$ cat config.mk
export PLATFORM = sky130hd
export DESIGN_NAME = fwmem_lpc_target
export DESIGN_NICKNAME = d
export VERILOG_FILES = /design/src/rtl/fwmem_pkg.sv /design/src/rtl/fwmem_seq.sv /design/src/rtl/fwmem_port.sv /design/src/rtl/fwmem_drive.sv /design/src/rtl/fwmem_lpc_target.sv
export SDC_FILE = /design/constraint.sdc
export NUM_CORES = 1
export LEC_CHECK = 0
export ABC_AREA = 1
export BUFFER_PORTS_ARGS = -buffer_cell sky130_fd_sc_hd__buf_4
export CAP_MARGIN = 25
export CORE_MARGIN = 2
export CORE_UTILIZATION = 36
export DETAILED_ROUTE_END_ITERATION = 8
export GPL_TIMING_DRIVEN = 0
export PLACE_DENSITY = 0.65
export SYNTH_ARGS = -nofsm -noshare
export SYNTH_HDL_FRONTEND = slang
export SYNTH_SLANG_ARGS = --single-unit
$ cat constraint.sdc
create_clock -name clk -period 1.3 [get_ports clk]
set_input_delay 0.065 -clock clk [delete_from_list [all_inputs] [get_ports clk]]
set_output_delay 0.065 -clock clk [all_outputs]
set_load 0.05 [all_outputs]
$ cat src/rtl/fwmem_pkg.sv
package fwmem_pkg;

    localparam logic [3:0] START_READ  = 4'b1101;
    localparam logic [3:0] START_WRITE = 4'b1110;
    localparam logic [3:0] SYNC_READY  = 4'b0000;
    localparam logic [3:0] SYNC_SHORT  = 4'b0101;
    localparam logic [3:0] NIB_RELEASE = 4'b1111;
    localparam logic [3:0] SIZE_BYTE   = 4'b0000;

    typedef enum logic [3:0] {
        ST_IDLE,
        ST_FRAME,
        ST_ADDR,
        ST_SIZE,
        ST_WLO,
        ST_WHI,
        ST_TAR0,
        ST_TAR1,
        ST_SYNC,
        ST_RLO,
        ST_RHI,
        ST_HND0,
        ST_HND1
    } fw_state_e;

    typedef enum logic [1:0] {
        KIND_NONE,
        KIND_READ,
        KIND_WRITE
    } fw_kind_e;

    typedef struct packed {
        logic       oe;
        logic [3:0] nib;
    } lad_drive_t;

    function automatic fw_kind_e start_kind(input logic [3:0] code);
        fw_kind_e k;
        if (code == START_READ) begin
            k = KIND_READ;
        end else if (code == START_WRITE) begin
            k = KIND_WRITE;
        end else begin
            k = KIND_NONE;
        end
        return k;
    endfunction

endpackage

$ cat src/rtl/fwmem_seq.sv
module fwmem_seq
    import fwmem_pkg::*;
#(
    parameter int ADDR_NIBS = 7,
    localparam int ADDR_W = 4 * ADDR_NIBS,
    localparam int CNT_W  = (ADDR_NIBS > 1) ? $clog2(ADDR_NIBS) : 1
) (
    input  logic              clk,
    input  logic              rst,
    input  logic              lframe_n,
    input  logic [3:0]        lad_in,
    input  logic [3:0]        id_strap,
    input  logic              done,
    output fw_state_e         state,
    output logic              is_write,
    output logic              issue,
    output logic [ADDR_W-1:0] addr,
    output logic [7:0]        wdata
);

    localparam logic [CNT_W-1:0] LAST_NIB = CNT_W'(ADDR_NIBS - 1);

    fw_state_e         state_q;
    fw_kind_e          kind_q;
    logic [3:0]        start_q;
    logic [CNT_W-1:0]  cnt_q;
    logic [ADDR_W-1:0] addr_q;
    logic [7:0]        wdata_q;
    fw_kind_e          seen_kind;

    assign seen_kind = start_kind(start_q);

    always_ff @(posedge clk) begin
        if (rst) begin
            state_q <= ST_IDLE;
            kind_q  <= KIND_NONE;
            start_q <= '0;
            cnt_q   <= '0;
            addr_q  <= '0;
            wdata_q <= '0;
        end else if (!lframe_n) begin
            state_q <= ST_FRAME;
            start_q <= lad_in;
        end else begin
            unique case (state_q)
                ST_IDLE: state_q <= ST_IDLE;
                ST_FRAME: begin
                    if (seen_kind != KIND_NONE && lad_in == id_strap) begin
                        kind_q  <= seen_kind;
                        cnt_q   <= '0;
                        state_q <= ST_ADDR;
                    end else begin
                        state_q <= ST_IDLE;
                    end
                end
                ST_ADDR: begin
                    addr_q <= {addr_q[ADDR_W-5:0], lad_in};
                    if (cnt_q == LAST_NIB) begin
                        state_q <= ST_SIZE;
                    end else begin
                        cnt_q <= cnt_q + 1'b1;
                    end
                end
                ST_SIZE: begin
                    if (lad_in != SIZE_BYTE) begin
                        state_q <= ST_IDLE;
                    end else if (kind_q == KIND_WRITE) begin
                        state_q <= ST_WLO;
                    end else begin
                        state_q <= ST_TAR0;
                    end
                end
                ST_WLO: begin
                    wdata_q[3:0] <= lad_in;
                    state_q      <= ST_WHI;
                end
                ST_WHI: begin
                    wdata_q[7:4] <= lad_in;
                    state_q      <= ST_TAR0;
                end
                ST_TAR0: state_q <= ST_TAR1;
                ST_TAR1: state_q <= ST_SYNC;
                ST_SYNC: begin
                    if (done) begin
                        state_q <= (kind_q == KIND_READ) ? ST_RLO : ST_HND0;
                    end
                end
                ST_RLO:  state_q <= ST_RHI;
                ST_RHI:  state_q <= ST_HND0;
                ST_HND0: state_q <= ST_HND1;
                ST_HND1: state_q <= ST_IDLE;
                default: state_q <= ST_IDLE;
            endcase
        end
    end

    assign issue = lframe_n &&
                   ((state_q == ST_SIZE && lad_in == SIZE_BYTE && kind_q == KIND_READ) ||
                    (state_q == ST_WHI));

    assign state    = state_q;
    assign is_write = (kind_q == KIND_WRITE);
    assign addr     = addr_q;
    assign wdata    = wdata_q;


    abort_restart_chk: assert property (@(posedge clk) disable iff (rst)
        !lframe_n |=> state_q == ST_FRAME);


    addr_len_chk: assert property (@(posedge clk) disable iff (rst)
        (lframe_n && state_q == ST_ADDR && cnt_q == LAST_NIB) |=> state_q == ST_SIZE);

endmodule

$ cat src/rtl/fwmem_port.sv
module fwmem_port (
    input  logic       clk,
    input  logic       rst,
    input  logic       issue,
    input  logic       abort,
    input  logic       mem_ready,
    input  logic [7:0] mem_rdata,
    output logic       mem_req,
    output logic       done,
    output logic [7:0] rdata
);

    logic       req_q;
    logic       done_q;
    logic [7:0] rdata_q;

    always_ff @(posedge clk) begin
        if (rst) begin
            req_q   <= 1'b0;
            done_q  <= 1'b0;
            rdata_q <= '0;
        end else if (abort) begin
            req_q  <= 1'b0;
            done_q <= 1'b0;
        end else if (issue) begin
            req_q  <= 1'b1;
            done_q <= 1'b0;
        end else if (req_q && mem_ready) begin
            req_q   <= 1'b0;
            done_q  <= 1'b1;
            rdata_q <= mem_rdata;
        end
    end

    assign mem_req = req_q;
    assign done    = done_q;
    assign rdata   = rdata_q;


    req_hold_chk: assert property (@(posedge clk) disable iff (rst)
        (mem_req && !mem_ready && !abort) |=> mem_req);


    req_done_excl_chk: assert property (@(posedge clk) disable iff (rst)
        mem_req |-> !done);

endmodule

$ cat src/rtl/fwmem_drive.sv
module fwmem_drive
    import fwmem_pkg::*;
(
    input  logic       clk,
    input  logic       rst,
    input  fw_state_e  state,
    input  logic       done,
    input  logic [7:0] rdata,
    output lad_drive_t drv
);

    always_comb begin
        drv = '{oe: 1'b0, nib: NIB_RELEASE};
        unique case (state)
            ST_SYNC: drv = '{oe: 1'b1, nib: (done ? SYNC_READY : SYNC_SHORT)};
            ST_RLO:  drv = '{oe: 1'b1, nib: rdata[3:0]};
            ST_RHI:  drv = '{oe: 1'b1, nib: rdata[7:4]};
            ST_HND0: drv = '{oe: 1'b1, nib: NIB_RELEASE};
            default: drv = '{oe: 1'b0, nib: NIB_RELEASE};
        endcase
    end


    first_drive_sync_chk: assert property (@(posedge clk) disable iff (rst)
        $rose(drv.oe) |-> (drv.nib == SYNC_SHORT || drv.nib == SYNC_READY));

endmodule

$ cat src/rtl/fwmem_lpc_target.sv
module fwmem_lpc_target
    import fwmem_pkg::*;
#(
    parameter int ADDR_NIBS = 7,
    localparam int ADDR_W = 4 * ADDR_NIBS
) (
    input  logic              clk,
    input  logic              rst,
    input  logic              lframe_n,
    input  logic [3:0]        lad_in,
    output logic [3:0]        lad_out,
    output logic              lad_oe,
    input  logic [3:0]        id_strap,
    output logic              mem_req,
    output logic              mem_we,
    output logic [ADDR_W-1:0] mem_addr,
    output logic [7:0]        mem_wdata,
    input  logic [7:0]        mem_rdata,
    input  logic              mem_ready
);

    fw_state_e  state;
    logic       issue;
    logic       done;
    logic [7:0] rdata;
    lad_drive_t drv;

    fwmem_seq #(.ADDR_NIBS(ADDR_NIBS)) i_seq (
        .clk      (clk),
        .rst      (rst),
        .lframe_n (lframe_n),
        .lad_in   (lad_in),
        .id_strap (id_strap),
        .done     (done),
        .state    (state),
        .is_write (mem_we),
        .issue    (issue),
        .addr     (mem_addr),
        .wdata    (mem_wdata)
    );

    fwmem_port i_port (
        .clk       (clk),
        .rst       (rst),
        .issue     (issue),
        .abort     (!lframe_n),
        .mem_ready (mem_ready),
        .mem_rdata (mem_rdata),
        .mem_req   (mem_req),
        .done      (done),
        .rdata     (rdata)
    );

    fwmem_drive i_drive (
        .clk   (clk),
        .rst   (rst),
        .state (state),
        .done  (done),
        .rdata (rdata),
        .drv   (drv)
    );

    assign lad_oe  = drv.oe;
    assign lad_out = drv.nib;


    abort_release_chk: assert property (@(posedge clk) disable iff (rst)
        !lframe_n |=> (!lad_oe && !mem_req));


    reset_quiet_chk: assert property (@(posedge clk)
        rst |=> (!lad_oe && !mem_req));

endmodule

**After elaboration in Yosys (flattened, before gate mapping)**

Index checks and enable logic that the tools add are counted.

- Flip-flop bits (word level): 59
- Output and inout port bits: 43
- Logic and storage cells: 75

- $add $sub $neg: 1
- Equal/unequal tests: 23
- Mux-type cells: 17
- Bitwise logic cells: 2
- Reduce and logical (&&, ||, !) cells: 21

Operators by type and width:

| operator | count |
|---|---|
| one-hot mux 4 bit (11 select lines) | 1 |
| == test 4 bit, second input constant | 6 |
| one-hot mux 5 bit (4 select lines) | 1 |
| == test 4 x 3 -> 1 bit, second input constant | 4 |
| 2-to-1 mux 3 bit | 4 |
| 2-to-1 mux 2 bit | 5 |
| AND reduction 2 bit | 5 |
| == test 4 x 2 -> 1 bit, second input constant | 2 |
| 2-to-1 mux 4 bit | 2 |
| one-hot mux 3 bit (2 select lines) | 1 |
| AND reduction 3 bit | 2 |
| nonzero test 2 bit | 3 |
| logical AND 1 bit | 5 |
| == test 4 x 1 -> 1 bit, second input constant | 1 |
| == test 4 bit | 1 |
| logical NOT 4 bit | 1 |
| != test 2 x 1 -> 1 bit, second input constant | 2 |
| != test 2 bit, second input constant | 2 |
| AND reduction 4 bit | 1 |
| nonzero test 4 bit | 1 |
| adder 3 x 1 -> 3 bit, second input constant | 1 |
| == test 3 bit, second input constant | 1 |
| 2-to-1 mux 1 bit | 3 |
| != test 3 x 2 -> 1 bit, second input constant | 1 |
| 7 further kinds | 8 |

**Longest topological paths before layout**

- Depth after elaboration: 8
- Mapped depth: 10

**By module**

A second synthesis with hierarchy kept.

- Cell total of the unflattened synthesis: 380
- Area, all modules: 2,735.1 µm²

Modules (own cells, without submodules):

| module | times used | cells each | area each (µm²) |
|---|---|---|---|
| fwmem_seq | 1 | 294 | 2,169.6 |
| fwmem_port | 1 | 61 | 434.2 |
| fwmem_drive | 1 | 24 | 127.6 |
| fwmem_lpc_target | 1 | 1 | 3.8 |

**Least setup slack after synthesis**

OpenSTA, ideal clock, no wires.

- Path kind: reg-to-output
- Start point: register i_seq.state_q[2], in the netlist i_seq.state[2]
- End point: output lad_out[0]
- Data arrival time: 1.826 ns
- Data required time: 1.235 ns
- Setup slack: -0.591 ns
- Stages on the path, launching flop included: 7
- Path buffers: 0
- Path through: dfxtp_1 inv_1 ha_1 inv_1 a21oi_1 and2_1 nand3_1

- Longest elaborated chain between the ends: 2

Ends and longest elaborated chain:

| what | line | source |
|---|---|---|
| start: declaration | fwmem_seq.sv:23 | `fw_state_e state_q;` |
| start signal: assignment | fwmem_seq.sv:85 | `state_q <= (kind_q == KIND_READ) ? ST_RLO : ST_HND0;` |
| == test 4 bit | fwmem_drive.sv:14 | `unique case (state)` |
| one-hot mux 5 bit (4 select lines) (*) | fwmem_drive.sv:14 |  |
| end: declaration | fwmem_lpc_target.sv:11 | `output logic [3:0] lad_out,` |

Every way passes the cells marked *; elsewhere a longest branch is shown, timed or not.

**Final worst setup path**

- Start point: register i_seq.state_q[3], in the netlist i_seq.state[3]
- End point: output lad_out[0]

Same word-level chain as after synthesis.

==> flow_summary.ini <==
[logic_synthesis]
synth_top_area_share_pct = 42.8
synth_top_flop_cell = dfxtp_1
ys_ff_latch = 59
synth_area_leader_cell = dfxtp_1
synth_area_leaders = dfxtp_1, nand2_1, a21oi_1, nand3_1, inv_1
synth_edf_count = 0
netlist_area_mm2 = 0.00276
syn_avg_cell_area_um2 = 6.95
ys_seq_area_share_pct = 42.8
yosys-top-cells-count = nand2_1, dfxtp_1, a21oi_1, inv_1, nand3_1
syn_nets = 422
ys_types = 27
postSynthCellCount = 397
yosys_warnings = 0
async_flop_share_pct = 0
synth_most_common_cell = nand2_1

[route]
viasPerCell = 4.87
met3WireLength_um = 305
drt_iter0_markers = 145
wl_met2_um = 3940
met1_length_um = 3550
drtPass1Iterations = 4
wl_per_cell_um = 13.4
drc = 0
top_layer_used = met4
via_count = 2895
routed_wl_um = 7970
ant_nets = 0

[worst_setup_path]
cp.required_ns = 1.24
path_class = reg2out
cp-start-kind = flip-flop
cp-end-kind = output pin
worstPathMaxFanout = 6
worst_ep_arrival_time_ns = 1.57

[sta]
setup_violations = 56
fmax_mhz = 613
slew_violations = 0
layout_setup_ws_ns = -0.330
rsz0062_at_grt = yes
finalCritPeriodShare_pct = 125
max_slew_margin_pct = 53.8
finClkSkew_ns = 0.0116
tightest_slew_ns = 0.693
hold_viol = 0
holdWs_ns = 0.0136
finalCriticalPeriod_ns = 1.63

[grt]
grt_pass1_vias = 2680
antenna_found_initial = 0
grtUsageTotal_pct = 17.9
grt_max_degree = 13
grt_pass1_wl_um = 12100
grt_overflow_total = 0

[clocking]
worstSkewPairLatency_ns = 0.35
cts.clk_slew.worst_paths_ns = 0.07
clkSinkCount = 59
ctsLongestPathBuffers = 2
ctsRootBufferMaster = clkbuf_8
htree_levels = 3
cts_inserted_buffers = 9
tritoncts = built

[die]
io_pins = 63
row_count = 31
dieHeight_um = 91.5
die_w_um = 91.5
die_area_mm2 = 0.00838
start_util_pct = 37.6
coreArea_mm2 = 0.00733

[place]
place.gp.congestion = 0.891
dp_hpwl_um = 4910
numPortBuffers = 61

[run_status]
violations = setup timing
status = finished with violations

[layout]
syn_to_final_growth_pct = 58.5
diodes = 0
drive_above_1_share_pct = 43.2
layout.nets = 515

[power_and_ir_drop]
max-vdd-ir-drop_mv = 0.459
p_per_area_mw_per_mm2 = 913
p_sw_mw = 0.995
p_leak_nw = 1.78
p_seq_share_pct = 45.9
combinationalPowerShare_pct = 6.1
p_clk_share_pct = 48.0
internal_power_mw = 3.00
p_total_mw = 3.99
swShare_pct = 24.9

[min_path]
min_path_type = in2reg

[run]
drv_cap = 0
[power groups by stage]
stage | Combinational, mW | Clock [mW] | Sequential (mW)
2_1_floorplan | 0.126 | 0 | 1.87
4_1_cts | 0.230 | 1.93 | 1.83
6_report | 0.245 | 1.92 | 1.83
3_3_place_gp | 0.213 | 0 | 1.87
5_1_grt | 0.272 | 2.00 | 1.83
3_5_place_dp | 0.217 | 0 | 1.87
[cells in the final DEF (no fill, tap or decap), types with 4 or more instances in the layout]
master    instances
o21ai_1           8
nor2_2            5
dfxtp_1          54
nand3_2           6
clkbuf_1          6
inv_2             4
nand2_1          70
a21oi_1          22
nor2_1           25
inv_1            41
nor2_4            6
o21ai_0           7
buf_4            73
clkbuf_8          9
a21oi_2          29
dfxtp_2           5
nand3b_1          8
nand2_4          26
buf_8             7
nand3_1          29
nand2_2           8
buf_6             5
[metrics by stage]
| step | instances | setup TNS, ns | cell area [µm²] | utilization [%] | setup WS, ns |
|---|---|---|---|---|---|
| global placement | 557 | -8.76 | 3400 | 46.3 | -0.211 |
| detailed placement | 557 | -9.00 | 3400 | 46.3 | -0.225 |
| finish | 594 | -11.34 | 4370 | 59.7 | -0.330 |
| global route | 594 | -16.46 | 4370 | 59.7 | -0.400 |
| CTS | 583 | -9.22 | 3840 | 52.3 | -0.283 |
| floorplan | 397 | -0.604 | 2810 | - | -0.0642 |
[worst max-delay path: stages, from the launching register on]
cell and delay, ns:
dfxtp_2 0.39, ha_4 0.17, inv_6 0.05, a21oi_4 0.16, and2_4 0.21, nand3_4 0.08, buf_8 0.15
[logic make-up (layout without fill, tap and decap cells)]
family | after synthesis | count (layout) | synth area share [%]
AOI/OAI and AO/OA | 73 | 73 | 13.7
adders and majority gates | 5 | 5 | 2.27
buffers and inverters | 64 | 162 | 9.21
DFF | 59 | 59 | 42.8
and+or+nand+nor | 196 | 196 | 32.0
[repair_timing]
item | CTS | global route
endpoints found under the hold margin | 1 | 0
cloned | 3 | 0
pin swaps | 15 | 24
endpoints found under the setup margin | 59 | 59
hold buffers | 1 | 0
buffers inserted | 6 | 11
gates resized for setup | 37 | 123
[registers in the layout, summed over array words and instances (netlist names)]
signal,cells
i_seq.cnt_q,3
i_port.rdata,8
i_seq.wdata,8
i_seq.addr,28
i_port.mem_req,1
i_port.done,1
i_seq.state,4
i_seq.start_q,4
i_seq.kind_q,2
[layer usage]
metal,vias to the layer above,GRT usage [%]
met1,1345,23.6
met5,-,0
met4,0,6.94
met2,65,27.7
li1,1471,-
met3,14,5.06
[path summary, 6_finish.rpt]
| check | start | to | slack (ns) | cells past startpoint |
|---|---|---|---|---|
| worst min-delay path | rst | i_port.mem_req | 0.01 | 4 |
| worst min register to register | i_seq.addr[25] | i_seq.addr[25] | 0.48 | 2 |
| worst max-delay path | i_seq.state[3] | lad_out[0] | -0.33 | 6 |
| worst max register to register | i_seq.state[2] | i_seq.addr[0] | -0.26 | 10 |
[final cells by class]
class | count | area [µm²]
plain buffers | 15 | 121
clock buffers | 9 | 124
clock inverters | 7 | 100
fillers | 631 | 2960
inverters | 49 | 196
multi-input cells | 274 | 1830
flip-flops and latches | 59 | 1190
well taps | 99 | 124
repair buffers | 82 | 688
No activity file was read; power rests on OpenSTA's default activity.
